### src/rtl/mlq_pkg.sv
package mlq_pkg;
  localparam int unsigned LINE_BYTES = 64;
  localparam int unsigned LINE_OFS   = $clog2(LINE_BYTES);

  function automatic int unsigned ptr_inc(int unsigned p, int unsigned depth);
    return (p == depth - 1) ? 0 : p + 1;
  endfunction
endpackage

### src/rtl/mlq_slot.sv
module mlq_slot #(
  parameter int unsigned LINE_W = 36,
  parameter int unsigned TAG_W  = 6,
  parameter int unsigned TID_W  = 2
) (
  input  logic              clk_i,
  input  logic              rst_ni,
  input  logic              alloc_i,
  input  logic              send_i,
  input  logic              free_i,
  input  logic [LINE_W-1:0] line_i,
  input  logic [TAG_W-1:0]  tag_i,
  input  logic [TID_W-1:0]  tid_i,
  input  logic [LINE_W-1:0] ld_line_i,
  input  logic [LINE_W-1:0] st_line_i,
  output logic              vld_o,
  output logic              sent_o,
  output logic [LINE_W-1:0] line_o,
  output logic [TAG_W-1:0]  tag_o,
  output logic [TID_W-1:0]  tid_o,
  output logic              ld_hit_o,
  output logic              st_hit_o
);
  logic              vld_q, sent_q;
  logic [LINE_W-1:0] line_q;
  logic [TAG_W-1:0]  tag_q;
  logic [TID_W-1:0]  tid_q;

  always_ff @(posedge clk_i or negedge rst_ni) begin
    if (!rst_ni) begin
      vld_q  <= 1'b0;
      sent_q <= 1'b0;
      line_q <= '0;
      tag_q  <= '0;
      tid_q  <= '0;
    end else if (alloc_i) begin
      vld_q  <= 1'b1;
      sent_q <= 1'b0;
      line_q <= line_i;
      tag_q  <= tag_i;
      tid_q  <= tid_i;
    end else begin
      if (free_i) vld_q <= 1'b0;
      if (send_i) sent_q <= 1'b1;
    end
  end

  assign vld_o    = vld_q;
  assign sent_o   = sent_q;
  assign line_o   = line_q;
  assign tag_o    = tag_q;
  assign tid_o    = tid_q;
  // sent entries still match until retired
  assign ld_hit_o = vld_q && (line_q == ld_line_i);
  assign st_hit_o = vld_q && (line_q == st_line_i);

  p_alloc_free_slot_r2: assert property (@(posedge clk_i) disable iff (!rst_ni)
    alloc_i |-> !vld_q);
  p_free_after_send_r8: assert property (@(posedge clk_i) disable iff (!rst_ni)
    free_i |-> (vld_q && sent_q));
  p_send_once_r3: assert property (@(posedge clk_i) disable iff (!rst_ni)
    send_i |-> (vld_q && !sent_q));
endmodule

### src/rtl/mlq_ptrs.sv
module mlq_ptrs #(
  parameter int unsigned DEPTH = 8,
  localparam int unsigned PTR_W = (DEPTH > 1) ? $clog2(DEPTH) : 1,
  localparam int unsigned CNT_W = $clog2(DEPTH + 1)
) (
  input  logic             clk_i,
  input  logic             rst_ni,
  input  logic             push_i,
  input  logic             issue_i,
  input  logic             pop_i,
  output logic [PTR_W-1:0] wr_ptr_o,
  output logic [PTR_W-1:0] iss_ptr_o,
  output logic [PTR_W-1:0] rd_ptr_o,
  output logic [CNT_W-1:0] cnt_o,
  output logic             full_o
);
  import mlq_pkg::*;

  logic [PTR_W-1:0] wr_q, iss_q, rd_q;
  logic [CNT_W-1:0] cnt_q;

  always_ff @(posedge clk_i or negedge rst_ni) begin
    if (!rst_ni) begin
      wr_q  <= '0;
      iss_q <= '0;
      rd_q  <= '0;
      cnt_q <= '0;
    end else begin
      if (push_i)  wr_q  <= PTR_W'(ptr_inc(int'(wr_q), DEPTH));
      if (issue_i) iss_q <= PTR_W'(ptr_inc(int'(iss_q), DEPTH));
      if (pop_i)   rd_q  <= PTR_W'(ptr_inc(int'(rd_q), DEPTH));
      cnt_q <= cnt_q + CNT_W'(push_i) - CNT_W'(pop_i);
    end
  end

  assign wr_ptr_o  = wr_q;
  assign iss_ptr_o = iss_q;
  assign rd_ptr_o  = rd_q;
  assign cnt_o     = cnt_q;
  assign full_o    = (cnt_q == CNT_W'(DEPTH));

  p_no_overflow_r6: assert property (@(posedge clk_i) disable iff (!rst_ni)
    push_i |-> (cnt_q != CNT_W'(DEPTH)));
  p_no_underflow_r8: assert property (@(posedge clk_i) disable iff (!rst_ni)
    pop_i |-> (cnt_q != '0));
endmodule

### src/rtl/miss_line_queue.sv
module miss_line_queue #(
  parameter int unsigned DEPTH  = 8,
  parameter int unsigned ADDR_W = 42,
  parameter int unsigned TAG_W  = 6,
  parameter int unsigned TID_W  = 2,
  localparam int unsigned LINE_W = ADDR_W - mlq_pkg::LINE_OFS,
  localparam int unsigned PTR_W  = (DEPTH > 1) ? $clog2(DEPTH) : 1,
  localparam int unsigned CNT_W  = $clog2(DEPTH + 1)
) (
  input  logic              clk_i,
  input  logic              rst_ni,
  input  logic              ld_miss_vld_i,
  input  logic [ADDR_W-1:0] ld_addr_i,
  input  logic [TAG_W-1:0]  ld_tag_i,
  input  logic [TID_W-1:0]  ld_tid_i,
  input  logic              st_miss_vld_i,
  input  logic [ADDR_W-1:0] st_addr_i,
  output logic              req_vld_o,
  output logic [LINE_W-1:0] req_line_o,
  output logic [TAG_W-1:0]  req_tag_o,
  output logic [TID_W-1:0]  req_tid_o,
  input  logic              req_gnt_i,
  input  logic              rld_done_i,
  output logic              free_vld_o,
  output logic [TAG_W-1:0]  free_tag_o,
  output logic [TID_W-1:0]  free_tid_o,
  output logic              ld_flush_o,
  output logic              st_flush_o
);
  import mlq_pkg::*;

  logic [LINE_W-1:0] ld_line, st_line;
  logic [DEPTH-1:0]  s_vld, s_sent, s_ld_hit, s_st_hit, s_alloc, s_send, s_free;
  logic [LINE_W-1:0] s_line [DEPTH];
  logic [TAG_W-1:0]  s_tag  [DEPTH];
  logic [TID_W-1:0]  s_tid  [DEPTH];
  logic [PTR_W-1:0]  wr_ptr, iss_ptr, rd_ptr;
  logic [CNT_W-1:0]  cnt;
  logic              full, ld_match, enq, issue, retire, hold_q;

  assign ld_line = ld_addr_i[ADDR_W-1:LINE_OFS];
  assign st_line = st_addr_i[ADDR_W-1:LINE_OFS];

  mlq_ptrs #(.DEPTH(DEPTH)) u_ptrs (
    .clk_i, .rst_ni,
    .push_i   (enq),
    .issue_i  (issue),
    .pop_i    (retire),
    .wr_ptr_o (wr_ptr),
    .iss_ptr_o(iss_ptr),
    .rd_ptr_o (rd_ptr),
    .cnt_o    (cnt),
    .full_o   (full)
  );

  for (genvar i = 0; i < DEPTH; i++) begin : g_slot
    assign s_alloc[i] = enq    && (wr_ptr  == PTR_W'(i));
    assign s_send[i]  = issue  && (iss_ptr == PTR_W'(i));
    assign s_free[i]  = retire && (rd_ptr  == PTR_W'(i));

    mlq_slot #(.LINE_W(LINE_W), .TAG_W(TAG_W), .TID_W(TID_W)) u_slot (
      .clk_i, .rst_ni,
      .alloc_i  (s_alloc[i]),
      .send_i   (s_send[i]),
      .free_i   (s_free[i]),
      .line_i   (ld_line),
      .tag_i    (ld_tag_i),
      .tid_i    (ld_tid_i),
      .ld_line_i(ld_line),
      .st_line_i(st_line),
      .vld_o    (s_vld[i]),
      .sent_o   (s_sent[i]),
      .line_o   (s_line[i]),
      .tag_o    (s_tag[i]),
      .tid_o    (s_tid[i]),
      .ld_hit_o (s_ld_hit[i]),
      .st_hit_o (s_st_hit[i])
    );
  end

  assign ld_match = |s_ld_hit;
  assign enq      = ld_miss_vld_i && !ld_match && !full && !hold_q;

  assign req_vld_o  = s_vld[iss_ptr] && !s_sent[iss_ptr];
  assign req_line_o = s_line[iss_ptr];
  assign req_tag_o  = s_tag[iss_ptr];
  assign req_tid_o  = s_tid[iss_ptr];
  assign issue      = req_vld_o && req_gnt_i;

  assign retire     = rld_done_i && s_vld[rd_ptr] && s_sent[rd_ptr];
  assign free_vld_o = retire;
  assign free_tag_o = s_tag[rd_ptr];
  assign free_tid_o = s_tid[rd_ptr];

  // held flush: set by a full-queue load, dropped after any retirement
  always_ff @(posedge clk_i or negedge rst_ni) begin
    if (!rst_ni) hold_q <= 1'b0;
    else         hold_q <= (hold_q || (ld_miss_vld_i && full)) && !retire;
  end

  assign ld_flush_o = (ld_miss_vld_i && (ld_match || full)) || hold_q;
  assign st_flush_o = st_miss_vld_i && |s_st_hit;

  p_flush_no_alloc_r4: assert property (@(posedge clk_i) disable iff (!rst_ni)
    ld_flush_o |=> (cnt == $past(cnt) - CNT_W'($past(retire))));
  p_full_sets_hold_r6: assert property (@(posedge clk_i) disable iff (!rst_ni)
    (ld_miss_vld_i && full && !retire) |=> hold_q);
  p_hold_clear_r7: assert property (@(posedge clk_i) disable iff (!rst_ni)
    free_vld_o |=> !hold_q);
  p_st_flush_needs_entry_r5: assert property (@(posedge clk_i) disable iff (!rst_ni)
    st_flush_o |-> (cnt != '0));
  p_empty_no_req_r3: assert property (@(posedge clk_i) disable iff (!rst_ni)
    (cnt == '0) |-> !req_vld_o);
endmodule

### config.mk
export PLATFORM = sky130hd
export DESIGN_NAME = miss_line_queue
export DESIGN_NICKNAME = d
export VERILOG_FILES = /design/src/rtl/mlq_pkg.sv /design/src/rtl/mlq_slot.sv /design/src/rtl/mlq_ptrs.sv /design/src/rtl/miss_line_queue.sv
export SDC_FILE = /design/constraint.sdc
export NUM_CORES = 1
export LEC_CHECK = 0
export BUFFER_PORTS_ARGS = -buffer_cell sky130_fd_sc_hd__clkbuf_2
export CAP_MARGIN = 10
export CORE_MARGIN = 2
export CORE_UTILIZATION = 55
export CTS_CLUSTER_DIAMETER = 200
export CTS_CLUSTER_SIZE = 40
export DETAILED_ROUTE_END_ITERATION = 8
export GPL_TIMING_DRIVEN = 1
export PLACE_DENSITY = 0.73
export RECOVER_POWER = 100
export SYNTH_ARGS = -nofsm -noshare
export SYNTH_HDL_FRONTEND = slang
export SYNTH_SLANG_ARGS = --single-unit
### constraint.sdc
create_clock -name clk_i -period 7.38 [get_ports clk_i]
set_input_delay 1.476 -clock clk_i [delete_from_list [all_inputs] [get_ports clk_i]]
set_output_delay 1.476 -clock clk_i [all_outputs]
set_load 0.01 [all_outputs]
# Word level (Yosys, flattened, before mapping)
# Cells that the tools add are included.
# Widths: inputs -> output; s select.
[classes]
n_eq_ne = 38
n_bitwise = 2
n_reduce_logical = 80
add_sub_neg = 5
n_lt_le_gt_ge = 4
n_mux = 58
[op_table]
columns = ["operator", "count"]
rows = [
  ["$eq 36x36->1", 16],
  ["$bmux 36 s3", 1],
  ["$mux 36", 2],
  ["$logic_and 1x1->1", 51],
  ["$bmux 6 s3", 2],
  ["$eq 3x3->1 const B", 12],
  ["$mux 1", 36],
  ["$reduce_bool 2->1", 16],
  ["$mux 6", 4],
  ["$eq 3x2->1 const B", 6],
  ["$reduce_or 8->1", 2],
  ["$bmux 1 s3", 4],
  ["$bmux 2 s3", 2],
  ["$add 3x1->3 const B", 3],
  ["$eq 3x1->1 const B", 3],
  ["$logic_not 3->1", 3],
  ["$mux 3", 3],
  ["$ge 4x4->1 const B", 2],
  ["$lt 3x4->1 const B", 2],
  ["$mux 2", 4],
  ["$not 3->4", 2],
  ["$logic_not 1->1", 5],
  ["$add 4x1->4", 1],
  ["$eq 4x4->1 const B", 1],
  ["other kinds (2)", 4],
]
[word_totals]
register_bits = 382
output_inout_bits = 56
elab_cells = 232
inputBits = 98

# Depth between registers and ports, before layout
[depth]
depth_word = 9
mapped_depth = 13
ltp_nobuf = 11

# Modules after synthesis
# A second synthesis with hierarchy kept.
[hier_totals]
cells_unflattened = 1908
area_unflattened_um2 = 24716.2
[modules_own_cells]
columns = ["mod", "cells_per_inst", "instances", "area_per_inst_um2", "seq_area_each_um2"]
rows = [
  ["mlq_slot", 198, 8, 2509.9, 1151.1],
  ["miss_line_queue", 273, 1, 3970.1, 25.0],
  ["mlq_ptrs", 51, 1, 666.9, 325.3],
]

# Worst setup path before layout
# OpenSTA, ideal clock, no wires.
[synth_timing]
path_kind = "input-to-output"
start = "in st_addr_i[19]"
end = "out st_flush_o"
t_arrival_ps = 3044
path_buffers = 1
cell_stages = 8
setup_slack_ps = 2860
t_required_ps = 5904
path_cell_list = "clkbuf_1 -> xnor2_1 -> nand4_1 -> nor4_1 -> nand4_1 -> nor4_1 -> or4_1 -> o41a_1"
[synth_via]
elab_chain_cells = 4
word_cells_on_any_way = 18
classes_between = "8 x eq/ne; 10 x reduce/logical"
[synth_rtl]
columns = ["item", "line_no", "source"]
rows = [
  ["start: declaration", "miss_line_queue.sv:17", "input logic [ADDR_W-1:0] st_addr_i,"],
  ["$eq 36x36->1", "mlq_slot.sv:55", "assign st_hit_o = vld_q && (line_q == st_line_i);"],
  ["$logic_and 1x1->1", "mlq_slot.sv:55", ""],
  ["$reduce_or 8->1 *", "miss_line_queue.sv:102", "assign st_flush_o = st_miss_vld_i && |s_st_hit;"],
  ["$logic_and 1x1->1 *", "miss_line_queue.sv:102", ""],
  ["end: declaration", "miss_line_queue.sv:28", "output logic st_flush_o"],
]
# Every way passes the cells marked *; elsewhere a longest branch is shown, timed or not.

# Worst setup path in the final report
[layout_timing]
start = "reg u_ptrs.iss_q[1] (netlist: u_ptrs.iss_ptr_o[1])"
end = "out req_line_o[0]"
[layout_via]
elab_chain_cells = 4
[layout_rtl]
columns = ["item", "line_no", "source"]
rows = [
  ["start: declaration", "mlq_ptrs.sv:19", "logic [PTR_W-1:0] wr_q, iss_q, rd_q;"],
  ["start signal: assignment", "mlq_ptrs.sv:30", "if (issue_i) iss_q <= PTR_W'(ptr_inc(int'(iss_q), DEPTH));"],
  ["$not 3->4 (not written as such)", "miss_line_queue.sv:85", "assign req_line_o = s_line[iss_ptr];"],
  ["$bmux 36 s3", "miss_line_queue.sv:85", ""],
  ["$mux 36 (not written as such) (2 in a row)", "miss_line_queue.sv:85", ""],
  ["end: declaration", "miss_line_queue.sv:19", "output logic [LINE_W-1:0] req_line_o,"],
]
# No other way between the ends. The select of a mux whose other input is x is not followed.

==> flow_summary.ini <==
[critical_path]
cpMaxStageDelayCell = dfrtp_1
reg2reg_to = g_slot[1].u_slot.line_o[23]
crit_required_ns = 5.90
crit_fanout = 51
crit_chain = clkbuf_2 -> mux4_2 -> nand2_1 -> nand2_1 -> clkbuf_1
r2r_cells = 9
startpoint_type = flip-flop
cp_common_cell = nand2_1
slowest_delay_ns = 2.33
critPathKind = reg2out
end_kind = output pin
r2r_slack_ns = 1.98
crit_arrival_ns = 5.29
crit-reg2reg-launch = g_slot[5].u_slot.line_o[31]

[route]
drtPass1Iterations = 7
remaining_drc_errors = 6
avgRoutedWirePerCell_um = 38.93
totalWireLength_um = 106100
vias_per_cell = 6.710
ant_nets = 0
drtIter0Drc = 2618
route.vias.total = 18290

[place]
portBuffers = 141
routabilityCongestion = 1.104
dp_hpwl_um = 79570

[yosys]
synth_area_per_cell_sq_um = 12.32
syn-cell-area_sq_mm = 0.02609
synth_top_area_cell = dfrtp_1
ys_top_cells_by_area = dfrtp_1 (37%), mux2_4 (14%), xnor2_1 (13%), mux4_2 (9.1%), xor2_1 (5.9%)
synthTopCellsByCount = xnor2_1 (392), dfrtp_1 (382), mux2_4 (240)
ys_seq_area_frac = 0.3664
synthCells = 2117
yosys_warnings = 0
syn_nets = 2239
async_reset_ff_frac = 1.000
ys.flop_type = dfrtp_1
synth_top_area_frac = 0.3664
synth_edf_count = 0
synth-seq-cells = 382
yosysMostFrequentCell = xnor2_1
yosysUniqueCellTypes = 48

[power]
clock_power_share = 0.079
power_leakage_nw = 10.22
ir_drop_mv = 0.3545
power_frac_seq = 0.390
power_density_mw_per_mm2 = 500.3
combPwrFrac = 0.531
finalPower_mw = 12.88
p_switching_mw = 6.370
switching_share = 0.4945
internal-power_mw = 6.512

[sta]
worstMarginPinSlew_ns = 3.757
slew_violations = 463
skew_ns = 0.03653
finalHoldViolations = 0
tns_ns = 0
fin_crit_sh = 0.9168
relSlewSlack = -1.505
rsz0062_at_grt = no
finalSetupViolCount = 0
final.min_clock_period_ns = 6.766
clock.fmax_mhz = 147.8

[floorplan]
start_util = 0.5592
core_area_sq_mm = 0.04665
die_w_um = 221.8
pin_count = 154
die_area_sq_mm = 0.04920
die_y_um = 221.8
rows = 79

[min_path]
worstHoldPathType = reg2reg
whs_path_depth = 1
min_to = g_slot[1].u_slot.tid_o[0]
holdCritStartpoint = g_slot[1].u_slot.tid_o[0]

[clock_tree]
tritoncts = yes
postCtsSetupRepairBufs = 0
cts-root-buf = clkbuf_16
numCtsBuffers = 13
cts.path.max_buffers = 3
cts_sinks = 382
hold_buffers = 0
cts.clk_slew.worst_paths_ns = 0.14
htree_num_levels = 1
clkLatencyLatePin_ns = 0.56
cts_resized = 0

[global_routing]
grt-ovfl-total = 0
grt_pass1_wl_um = 147100
track_usage = 0.4300
antenna_found_initial = 1
grt_pass1_vias = 18250
grt_max_degree = 168

[cells_and_area]
diodes = 0
drive_gt1_frac = 0.1317
layout.nets = 2241
fill_cells = 4211
area_growth_pct = -1.314

[status]
violations = design-rule violations, max-capacitance violations, max-slew violations
status = finished with violations

[job]
maxCapViolations = 13
## stage by stage
step           hold WS [ns]  instances  setup slack, ns    util  instance area (sq um)
6_report             0.5249       2726           0.6138  0.5519                  25750
5_1_grt              0.5555       2726           0.6549  0.5519                  25750
4_1_cts              0.5281       2726            1.417  0.5761                  26880
3_5_place_dp         0.4935       2711            1.435  0.5686                  26530
3_3_place_gp         0.4794       2711            1.346  0.5686                  26530
2_1_floorplan        0.4697       2117            2.860       -                  26090
## power groups by stage
stage | logic, mW | registers (mW) | clock network [mW]
floorplan | 5.17 | 4.16 | 0
global placement | 7.27 | 4.95 | 0
detailed placement | 7.33 | 5.03 | 0
CTS | 7.36 | 5.00 | 1.03
global route | 7.05 | 5.12 | 1.10
finish | 6.84 | 5.03 | 1.02
## routing by layer
| metal | up-vias | share of wire | global-route usage |
|---|---|---|---|
| met2 | 1050 | 0.44 | 0.6632 |
| met4 | 2 | 0.069 | 0.2260 |
| li1 | 7402 | - | - |
| met5 | - | 0.00011 | 0 |
| met1 | 9610 | 0.41 | 0.5990 |
| met3 | 227 | 0.080 | 0.05288 |
## critical path: cells and delay by family (launching register included)
kind          cells  cell delay [ns]
buf+inv           2             1.54
simple gates      2             0.40
flops             1             2.33
mux               1             0.42
## cell type report
| class | count | area, sq um | area share |
|---|---|---|---|
| Tap cell | 607 | 759.5 | 0.02950 |
| Inverter | 34 | 127.6 | 0.004957 |
| Clock inverter | 1 | 20.02 | 0.0007775 |
| Timing Repair Buffer | 167 | 803.3 | 0.03120 |
| Clock buffer | 14 | 329.1 | 0.01278 |
| Multi-Input combinational cell | 1521 | 14140 | 0.5493 |
| Sequential cell | 382 | 9564 | 0.3715 |
## placed cells by master, fill, tap and decap left out, types with 2 or more instances in the layout
master     instances
mux2i_1            3
o2111ai_1          2
nor3_1             8
nor4_1            72
clkbuf_16         13
nor4_4             2
o21ai_0           12
o22ai_1            4
a21o_1             9
a222oi_1           3
a21oi_1           13
nand2_1          175
ha_1              23
o32ai_1            3
xnor2_1          392
buf_4              8
buf_12             2
nor2_1            19
mux2_2            50
and3_1             5
inv_1             32
mux4_2           105
nand3_1           17
xor2_1           175
mux2_1           301
clkbuf_2          91
dfrtp_1          380
a31oi_1            2
nand4_1          110
clkbuf_1          67
## logic make-up after synthesis
logic type | after synthesis | share of synthesized area
AOI/OAI and AO/OA | 56 | 0.01424
and+or+nand+nor | 414 | 0.08450
buffers and inverters | 214 | 0.05448
adders and majority gates | 24 | 0.01180
xor gates and xnor gates | 567 | 0.1903
DFF | 382 | 0.3664
muxes | 460 | 0.2782
## sequential cells by signal, summed over array words and instances, names as in the netlist, 3 cells and up
register / flops
g_slot.u_slot.sent_o: 8
g_slot.u_slot.line_o: 288
g_slot.u_slot.vld_o: 8
g_slot.u_slot.tid_o: 16
u_ptrs.wr_ptr_o: 3
u_ptrs.rd_ptr_o: 3
g_slot.u_slot.tag_o: 48
u_ptrs.iss_ptr_o: 3
u_ptrs.cnt_o: 4
## how the worst max path moves through the flow
stage / endpoint / from / slack, ns
2_1_floorplan: st_flush_o / st_addr_i[19] / 2.86
3_3_place_gp: ld_flush_o / ld_addr_i[37] / 1.35
3_5_place_dp: ld_flush_o / ld_addr_i[37] / 1.43
4_1_cts: ld_flush_o / ld_addr_i[37] / 1.42
5_1_grt: req_line_o[0] / u_ptrs.iss_ptr_o[1] / 0.65
6_report: req_line_o[0] / u_ptrs.iss_ptr_o[1] / 0.61
(Power assumes the default switching activity.)
